<file path="src/rtl/ecc_err_pkg.sv">
// Shared constants for the ECC error capture unit: register word map
// and status bit positions. Assumes a 4-bit word-address bus.
package ecc_err_pkg;
    localparam int REG_AW = 4;

    localparam logic [REG_AW-1:0] A_STATUS   = 4'd0;
    localparam logic [REG_AW-1:0] A_IRQ_EN   = 4'd1;
    localparam logic [REG_AW-1:0] A_SUPPRESS = 4'd2;
    localparam logic [REG_AW-1:0] A_SBE_CTL  = 4'd3;
    localparam logic [REG_AW-1:0] A_CAP_DHI  = 4'd4;
    localparam logic [REG_AW-1:0] A_CAP_DLO  = 4'd5;
    localparam logic [REG_AW-1:0] A_CAP_CODE = 4'd6;
    localparam logic [REG_AW-1:0] A_CAP_ALO  = 4'd7;
    localparam logic [REG_AW-1:0] A_CAP_AHI  = 4'd8;
    localparam logic [REG_AW-1:0] A_INJ_DHI  = 4'd9;
    localparam logic [REG_AW-1:0] A_INJ_DLO  = 4'd10;
    localparam logic [REG_AW-1:0] A_INJ_CTL  = 4'd11;

    localparam int ST_SINGLE = 0;
    localparam int ST_MULTI  = 1;
    localparam int THR_LSB   = 16;
endpackage

</file>
<file path="src/rtl/ecc_sbe_counter.sv">
// Single-bit error counter. Counts corrected events and pulses 'report'
// when the incremented count reaches the threshold, then restarts at 0.
// Assumes: a threshold of 0 is treated like 1.
module ecc_sbe_counter #(
    parameter int CNT_W = 8
) (
    input  logic             clk,
    input  logic             rst_n,
    input  logic             sbe_evt,
    input  logic [CNT_W-1:0] thr,
    output logic             report,
    output logic [CNT_W-1:0] count
);
    logic [CNT_W:0] cnt_inc;

    // Next count value and the threshold hit decision.
    always_comb begin
        cnt_inc = (CNT_W+1)'(count) + (CNT_W+1)'(1);
        report  = sbe_evt && ((thr == '0) || (cnt_inc >= {1'b0, thr}));
    end

    // Count register: advance on events, restart on a report.
    always_ff @(posedge clk) begin
        if (!rst_n)       count <= '0;
        else if (report)  count <= '0;
        else if (sbe_evt) count <= cnt_inc[CNT_W-1:0];
    end
endmodule

</file>
<file path="src/rtl/ecc_err_capture.sv">
// Sticky status bits plus first-failure capture. Set beats clear in the
// same cycle. Capture loads only when nothing is pending.
module ecc_err_capture #(
    parameter int DATA_W  = 64,
    parameter int CODE_W  = 8,
    parameter int MADDR_W = 36
) (
    input  logic               clk,
    input  logic               rst_n,
    input  logic [1:0]         set_vec,
    input  logic [1:0]         clr_vec,
    input  logic [DATA_W-1:0]  data,
    input  logic [CODE_W-1:0]  code,
    input  logic [MADDR_W-1:0] addr,
    output logic [1:0]         status,
    output logic [DATA_W-1:0]  cap_data,
    output logic [CODE_W-1:0]  cap_code,
    output logic [MADDR_W-1:0] cap_addr
);
    logic load;

    // Capture only the first reported failure.
    assign load = (|set_vec) && (status == 2'b00);

    // Status: write-one-to-clear, with new events taking priority.
    always_ff @(posedge clk) begin
        if (!rst_n) status <= 2'b00;
        else        status <= (status & ~clr_vec) | set_vec;
    end

    // Capture registers for data, check code and address.
    always_ff @(posedge clk) begin
        if (!rst_n) begin
            cap_data <= '0;
            cap_code <= '0;
            cap_addr <= '0;
        end else if (load) begin
            cap_data <= data;
            cap_code <= code;
            cap_addr <= addr;
        end
    end
endmodule

</file>
<file path="src/rtl/ecc_inject.sv">
// Write-path fault injection: XORs the programmed masks into the data and
// check code when enabled. Purely combinational.
module ecc_inject #(
    parameter int DATA_W = 64,
    parameter int CODE_W = 8
) (
    input  logic              en,
    input  logic [DATA_W-1:0] data_mask,
    input  logic [CODE_W-1:0] code_mask,
    input  logic [DATA_W-1:0] data_in,
    input  logic [CODE_W-1:0] code_in,
    output logic [DATA_W-1:0] data_out,
    output logic [CODE_W-1:0] code_out
);
    // Apply the masks only when injection is armed.
    always_comb begin
        data_out = data_in ^ (en ? data_mask : '0);
        code_out = code_in ^ (en ? code_mask : '0);
    end
endmodule

</file>
<file path="src/rtl/ecc_err_monitor.sv">
// ECC error capture and injection unit, top level. Decodes the register
// bus, qualifies checker events, and combines the counter, capture and
// injection blocks. Assumes WORD_W >= 24 and WORD_W < MADDR_W <= 2*WORD_W.
module ecc_err_monitor
    import ecc_err_pkg::*;
#(
    parameter int WORD_W  = 32,
    parameter int CODE_W  = 8,
    parameter int CNT_W   = 8,
    parameter int MADDR_W = 36
) (
    input  logic                 clk,
    input  logic                 rst_n,
    input  logic                 reg_wr,
    input  logic [REG_AW-1:0]    reg_addr,
    input  logic [WORD_W-1:0]    reg_wdata,
    output logic [WORD_W-1:0]    reg_rdata,
    input  logic                 chk_valid,
    input  logic                 chk_sbe,
    input  logic                 chk_mbe,
    input  logic [2*WORD_W-1:0]  chk_data,
    input  logic [CODE_W-1:0]    chk_code,
    input  logic [MADDR_W-1:0]   chk_addr,
    input  logic [2*WORD_W-1:0]  wr_data_in,
    input  logic [CODE_W-1:0]    wr_code_in,
    output logic [2*WORD_W-1:0]  wr_data_out,
    output logic [CODE_W-1:0]    wr_code_out,
    output logic                 irq
);
    localparam int DATA_W     = 2 * WORD_W;
    localparam int AHI_W      = MADDR_W - WORD_W;
    localparam int INJ_EN_BIT = CODE_W;

    logic [1:0]         irq_en_q, suppress_q, status_q, set_vec, clr_vec;
    logic [CNT_W-1:0]   thr_q, sbe_count;
    logic [WORD_W-1:0]  inj_hi_q, inj_lo_q;
    logic [CODE_W-1:0]  inj_code_q, cap_code;
    logic               inj_en_q, sbe_evt, mbe_evt, sbe_report;
    logic [DATA_W-1:0]  cap_data;
    logic [MADDR_W-1:0] cap_addr;

    // Event qualification: multi-bit wins over single-bit, suppress masks.
    always_comb begin
        mbe_evt = chk_valid && chk_mbe && !suppress_q[ST_MULTI];
        sbe_evt = chk_valid && chk_sbe && !chk_mbe && !suppress_q[ST_SINGLE];
        set_vec = '0;
        set_vec[ST_MULTI]  = mbe_evt;
        set_vec[ST_SINGLE] = sbe_report;
        clr_vec = (reg_wr && reg_addr == A_STATUS) ? reg_wdata[1:0] : 2'b00;
    end

    // Software-writable control registers.
    always_ff @(posedge clk) begin
        if (!rst_n) begin
            irq_en_q   <= '0;
            suppress_q <= '0;
            thr_q      <= CNT_W'(1);
            inj_hi_q   <= '0;
            inj_lo_q   <= '0;
            inj_code_q <= '0;
            inj_en_q   <= 1'b0;
        end else if (reg_wr) begin
            case (reg_addr)
                A_IRQ_EN:   irq_en_q   <= reg_wdata[1:0];
                A_SUPPRESS: suppress_q <= reg_wdata[1:0];
                A_SBE_CTL:  thr_q      <= reg_wdata[THR_LSB +: CNT_W];
                A_INJ_DHI:  inj_hi_q   <= reg_wdata;
                A_INJ_DLO:  inj_lo_q   <= reg_wdata;
                A_INJ_CTL: begin
                    inj_code_q <= reg_wdata[CODE_W-1:0];
                    inj_en_q   <= reg_wdata[INJ_EN_BIT];
                end
                default: ;
            endcase
        end
    end

    ecc_sbe_counter #(.CNT_W(CNT_W)) u_sbe_cnt (
        .clk(clk), .rst_n(rst_n), .sbe_evt(sbe_evt), .thr(thr_q),
        .report(sbe_report), .count(sbe_count)
    );

    ecc_err_capture #(.DATA_W(DATA_W), .CODE_W(CODE_W), .MADDR_W(MADDR_W)) u_cap (
        .clk(clk), .rst_n(rst_n), .set_vec(set_vec), .clr_vec(clr_vec),
        .data(chk_data), .code(chk_code), .addr(chk_addr),
        .status(status_q), .cap_data(cap_data), .cap_code(cap_code),
        .cap_addr(cap_addr)
    );

    ecc_inject #(.DATA_W(DATA_W), .CODE_W(CODE_W)) u_inj (
        .en(inj_en_q), .data_mask({inj_hi_q, inj_lo_q}), .code_mask(inj_code_q),
        .data_in(wr_data_in), .code_in(wr_code_in),
        .data_out(wr_data_out), .code_out(wr_code_out)
    );

    // Interrupt: any enabled status bit.
    assign irq = |(status_q & irq_en_q);

    // Combinational read mux.
    always_comb begin
        reg_rdata = '0;
        case (reg_addr)
            A_STATUS:   reg_rdata[1:0] = status_q;
            A_IRQ_EN:   reg_rdata[1:0] = irq_en_q;
            A_SUPPRESS: reg_rdata[1:0] = suppress_q;
            A_SBE_CTL: begin
                reg_rdata[THR_LSB +: CNT_W] = thr_q;
                reg_rdata[CNT_W-1:0]        = sbe_count;
            end
            A_CAP_DHI:  reg_rdata = cap_data[DATA_W-1:WORD_W];
            A_CAP_DLO:  reg_rdata = cap_data[WORD_W-1:0];
            A_CAP_CODE: reg_rdata[CODE_W-1:0] = cap_code;
            A_CAP_ALO:  reg_rdata = cap_addr[WORD_W-1:0];
            A_CAP_AHI:  reg_rdata[AHI_W-1:0] = cap_addr[MADDR_W-1:WORD_W];
            A_INJ_DHI:  reg_rdata = inj_hi_q;
            A_INJ_DLO:  reg_rdata = inj_lo_q;
            A_INJ_CTL: begin
                reg_rdata[CODE_W-1:0]  = inj_code_q;
                reg_rdata[INJ_EN_BIT]  = inj_en_q;
            end
            default: reg_rdata = '0;
        endcase
    end
endmodule

</file>
<file path="config.mk">
export PLATFORM = sky130hd
export DESIGN_NAME = ecc_err_monitor
export DESIGN_NICKNAME = d
export VERILOG_FILES = /design/src/rtl/ecc_err_pkg.sv /design/src/rtl/ecc_sbe_counter.sv /design/src/rtl/ecc_err_capture.sv /design/src/rtl/ecc_inject.sv /design/src/rtl/ecc_err_monitor.sv
export SDC_FILE = /design/constraint.sdc
export NUM_CORES = 1
export LEC_CHECK = 0
export CORE_MARGIN = 2
export CORE_UTILIZATION = 52
export CTS_CLUSTER_SIZE = 10
export DETAILED_ROUTE_END_ITERATION = 12
export PLACE_DENSITY = 0.85
export SYNTH_ARGS = -nofsm -noshare
export SYNTH_HDL_FRONTEND = slang
export SYNTH_HIERARCHICAL = 1
export SYNTH_SLANG_ARGS = --single-unit
</file>
<file path="constraint.sdc">
create_clock -name clk -period 9.7 [get_ports clk]
set_input_delay 2.425 -clock clk [delete_from_list [all_inputs] [get_ports clk]]
set_output_delay 2.425 -clock clk [all_outputs]
set_load 0.02 [all_outputs]
</file>
# ---- Word-level counts from Yosys, hierarchy flattened
# Index checks and enable logic that the tools add are counted.
# Widths: inputs -> output; s select.
dict set report totals {
  elab_cells 66
  output_inout_bits 105
  inputBits 222
  regBits 203
}
dict set report op_classes {
  n_reduce_logical 24
  n_lt_le_gt_ge 1
  n_mux 10
  n_eq_ne 11
  add_sub_neg 1
  bitwise 7
}
# op n
set op_table {}
lappend op_table {{$mux 64} 1}
lappend op_table {{$xor 64x64->64} 1}
lappend op_table {{$pmux 8 s6} 1}
lappend op_table {{$pmux 8 s5} 1}
lappend op_table {{$pmux 7 s5} 1}
lappend op_table {{$pmux 4 s8} 1}
lappend op_table {{$pmux 2 s12} 1}
lappend op_table {{$pmux 2 s9} 1}
lappend op_table {{$eq 4x3->1 const B} 4}
lappend op_table {{$eq 4x4->1 const B} 4}
lappend op_table {{$reduce_and 2->1} 6}
lappend op_table {{$add 8x1->9 const B} 1}
lappend op_table {{$ge 9x8->1} 1}
lappend op_table {{$eq 4x2->1 const B} 2}
lappend op_table {{$logic_and 1x1->1} 8}
lappend op_table {{$logic_not 8->1} 1}
lappend op_table {{$mux 8} 1}
lappend op_table {{$xor 8x8->8} 1}
lappend op_table {{$pmux 1 s6} 1}
lappend op_table {{$reduce_or 2->1} 3}
lappend op_table {{$and 2x2->2} 2}
lappend op_table {{$eq 4x1->1 const B} 1}
lappend op_table {{$logic_not 4->1} 1}
lappend op_table {{$logic_not 1->1} 3}
lappend op_table {{other kinds (6)} 6}

# ---- Logic depth before layout (Yosys ltp)
dict set report logic_depth {
  ltp_word 6
  depth_mapped 17
  ltp_nobuf 14
}

# ---- Modules after synthesis
# The synthesis kept the hierarchy.
# mod seq_area_each_um2 cells_each area_per_inst_um2 instances
set by_module_without_submodules {}
lappend by_module_without_submodules {ecc_err_monitor 1701.6 602 4862.2 1}
lappend by_module_without_submodules {ecc_err_capture 2202.1 476 4342.9 1}
lappend by_module_without_submodules {ecc_inject 0.0 152 991.0 1}
lappend by_module_without_submodules {ecc_sbe_counter 160.2 84 742.0 1}

# ---- Worst setup path before layout
# No wires, ideal clock.
dict set report synth_timing {
  path_kind {input-to-output}
  start {input port reg_addr[0]}
  end {output port reg_rdata[21]}
  n_path_buf 3
  required_time_ns 7.275
  stages 6
  setup_slack_ns 3.683
  t_arrival_ns 3.592
  path_cell_list {buf_6 > buf_4 > nor2_1 > buf_2 > a22oi_1 > o21ai_0}
}
dict set report synth_via {
  elab_chain_cells 2
  word_cells_on_any_way 7
  classes_between {eq/ne (6); mux (1)}
}
# item line_no
set synth_lines {}
lappend synth_lines {{start: declaration} ecc_err_monitor.sv:15} ;# input logic [REG_AW-1:0] reg_addr,
lappend synth_lines {{$eq 4x4->1 (tied with other cells)} ecc_err_monitor.sv:102} ;# case (reg_addr)
lappend synth_lines {{$pmux 8 s6 *} ecc_err_monitor.sv:102}
lappend synth_lines {{end: declaration} ecc_err_monitor.sv:17} ;# output logic [WORD_W-1:0] reg_rdata,
# Mark *: on every way between the ends. The rest lies on a longest branch, timed or not.

# ---- Final worst setup path
dict set report layout_timing {
  start {input port reg_addr[1]}
  end {output port reg_rdata[20]}
}
# Same word-level chain as after synthesis.

==> flow_summary.toml <==
[synth]
yosysMostFrequentCell = "nand2_1"
ys_types = 64
synth_enable_flop_cells = 0
synthTopCellsByArea = "dfxtp_1, nand2_1, mux2i_1"
async_flop_share_pct = 0
postSynthAreaPerCell_sq_um = 8.324
synth_top_flop_cell = "dfxtp_1"
syn_area_sq_um = 10940
synthTopCellsByCount = "nand2_1, dfxtp_1, mux2i_1, xnor2_1, a21boi_0"
yosysSeqAreaShare_pct = 37.15
synth_top_area_share_pct = 37.15
postSynthCellCount = 1314
yosys_warnings = 6
syn_nets = 1545
synth_largest_area_cell = "dfxtp_1"
yosys_register_bits = 203

[global_routing]
grt_first_pass_wirelength_mm = 54.65
grt_usage_pct = 31.66
grt_max_degree = 118
grt_overflow = 0
grt_pass1_vias = 10070
antenna_found_initial = 3

[power_and_ir_drop]
pwr-share-comb_pct = 17.3
powerDensity_nw_per_um2 = 138.0
p_sw_uw = 520.6
swShare_pct = 25.63
ir_drop_mv = 0.1246
clkPwrFrac_pct = 38.4
leakage_nw = 5.173
p_int_mw = 1.510
seq_power_share_pct = 44.3

[floorplan]
die_w_um = 149.0
coreArea_sq_um = 20820
rows = 53
initial_core_util_pct = 52.53
die-area_sq_um = 22210
die_h_um = 149.0
io_pins = 327

[critical_path]
cp.arrival_ns = 5.81
cp_slowest_cell = "nor2_2"
critPathRequiredTime_ns = 7.28
worst_setup_path_start_kind = "input port"
worstSetupPathType = "input port to output pin"
crit_path_max_fanout = 22
crit_cells = 6
path_cells = "clkdlybuf4s50_1 -> nand2b_4 -> nor2_2 -> a221oi_1 -> o21ai_0 -> clkdlybuf4s50_1"
worst_r2r_path_depth = 14
crit_path_end_kind = "output pin"
startpoint = "reg_addr[1]"
cp_top_family = "buffers and inverters"
cp_common_cell = "clkdlybuf4s50_1"
crit_path_max_incr_delay_ns = 0.92
reg2reg_from = "u_sbe_cnt/count[0]"
critPathBufInv = 2

[finish]
syn2layout_area_growth_pct = 34.56
instances_no_fill = 1862
drive_above_1_share_pct = 4.479
nets = 1814

[timing]
tns_ns = 0
slew_viol_final = 0
rsz0062_at_grt = "no"
fin_crit_ns = 8.233
fmax_mhz = 121.5
period_share_pct = 84.88
maxSlewHeadroom_pct = 19.66
tightest_slew_ns = 1.204
setup_viol = 0
fin_skew_ns = 0.01662
hold_viol = 0

[placed_design]
globalplace.congestion = 0.9876
dpl.cell_count = 1832
port_buffers = 326
hpwl_mm = 26.47

[clock_tree]
numCtsBuffers = 24
cts_setup_buffers = 0
htreeDepth = 1
cts_resized = 0
cts_num_sinks = 203
cts_root_buf = "clkbuf_16"
clkLatencyLatePin_ns = 0.51
ctsHoldBuffers = 0
clkTransAtPathRegs_ns = 0.05
clock_path_buffers = 3
tritoncts = "yes"

[drt]
wl_met1_mm = 15.45
firstDrtPassIters = 7
wirelength_mm = 36.96
top_layer = "met5"
wl_per_cell_um = 19.85
vias = 10630
avgViaCountPerCell = 5.708
remaining_drc_errors = 0
ant_nets = 0
wl_met2_mm = 16.21
met3_length_mm = 4.014
drt_iter0_drc = 1197

[flow_run]
max_cap_violations = 0

[outcome]
outcome = "finished clean"

[hold_path]
worstHoldPathType = "flop to flop"
min_from = "u_cap/cap_data[60]"
whs_path_depth = 2
[worst paths after layout]
path,to,slack [ns]
min reg2reg,u_cap/cap_data[60],0.46
min,u_cap/cap_data[60],0.46
max,reg_rdata[20],1.47
max reg2reg,u_cap/cap_addr[26],5.94
[cells by family after synthesis]
logic type,count (synthesis),synth area share (%)
and+or+nand+nor,553,21.29
AOI/OAI and AO/OA,229,16.12
DFF,203,37.15
muxes,134,12.33
buffers and inverters,109,5.914
xor gates and xnor gates,77,6.166
adders and majority gates,9,1.030
[cell usage in the layout (no fill, tap or decap), types with 4 or more instances in the layout]
cell	count
a22o_1	12
o21ai_0	22
nor2_2	4
o21ai_1	11
a32o_1	5
a21boi_0	59
a21boi_1	24
inv_1	12
dfxtp_1	202
and3_1	6
nor2_1	11
buf_4	13
nand2_1	455
o21a_1	4
a22oi_1	25
mux2i_1	128
nand3b_1	8
nor3_1	4
ha_1	9
clkdlybuf4s50_1	324
xnor2_1	76
a221o_1	5
a221oi_1	4
a21oi_1	9
o22ai_1	6
a222oi_1	17
nand3_1	28
nor2b_1	12
mux2_2	5
a31oi_1	4
clkbuf_16	25
[worst register-to-register path: stages, from the launching register on]
cell and delay, ns:
dfxtp_1 0.47, ha_1 0.30, and3_1 0.20, nand3_1 0.12, or2_2 0.32, nand2_1 0.07
ha_1 0.26, a2111oi_4 0.37, o211ai_2 0.18, a21boi_2 0.25, and2b_1 0.22, nor2_1 0.17
nor3_4 0.06, buf_12 0.25, mux2i_1 0.37
[power by group through the flow]
stage               Combinational (mW)  Sequential, mW  Clock [mW]
floorplan                        0.186           0.904           0
global placement                 0.342           0.915           0
detailed placement               0.347           0.916           0
CTS                              0.349           0.898       0.781
global route                     0.373           0.902       0.812
finish                           0.352           0.900       0.779
[stage by stage]
| stage | total power, mW | cell area, sq um | util (%) | hold WS (ns) | setup slack [ns] |
|---|---|---|---|---|---|
| floorplan | 1.091 | 10940 | - | 0.4302 | 3.683 |
| global placement | 1.257 | 14070 | 67.58 | 0.4422 | 1.657 |
| detailed placement | 1.263 | 14070 | 67.58 | 0.4474 | 1.582 |
| CTS | 2.029 | 14710 | 70.66 | 0.4582 | 1.567 |
| global route | 2.087 | 14720 | 70.67 | 0.4694 | 1.385 |
| finish | 2.031 | 14720 | 70.68 | 0.4550 | 1.467 |
[registers in the layout (all words and copies together), names as in the netlist]
signal / flops
u_cap/cap_data: 64
u_cap/cap_addr: 36
inj_hi_q: 32
inj_lo_q: 32
inj_code_q: 8
thr_q: 8
u_cap/cap_code: 8
u_sbe_cnt/count: 8
irq_en_q: 2
suppress_q: 2
u_cap/status: 2
inj_en_q: 1
[per-layer routing]
metal,up-vias,track usage [%]
li1,5011,-
met1,4925,42.52
met2,596,48.89
met3,94,8.135
met4,2,12.33
met5,-,0
[cell type report]
cell class                 count  area (sq um)
timing repair buffer         340          3379
clock inverter                 1         7.507
inverter                      12         45.04
tap                          275         344.1
clock buffer                  27         633.1
antenna                        2         5.005
fill                        1656          6105
multi-input combinational   1002          6238
sequential                   203          4065
Note: power is estimated with default switching activity, not from simulation.
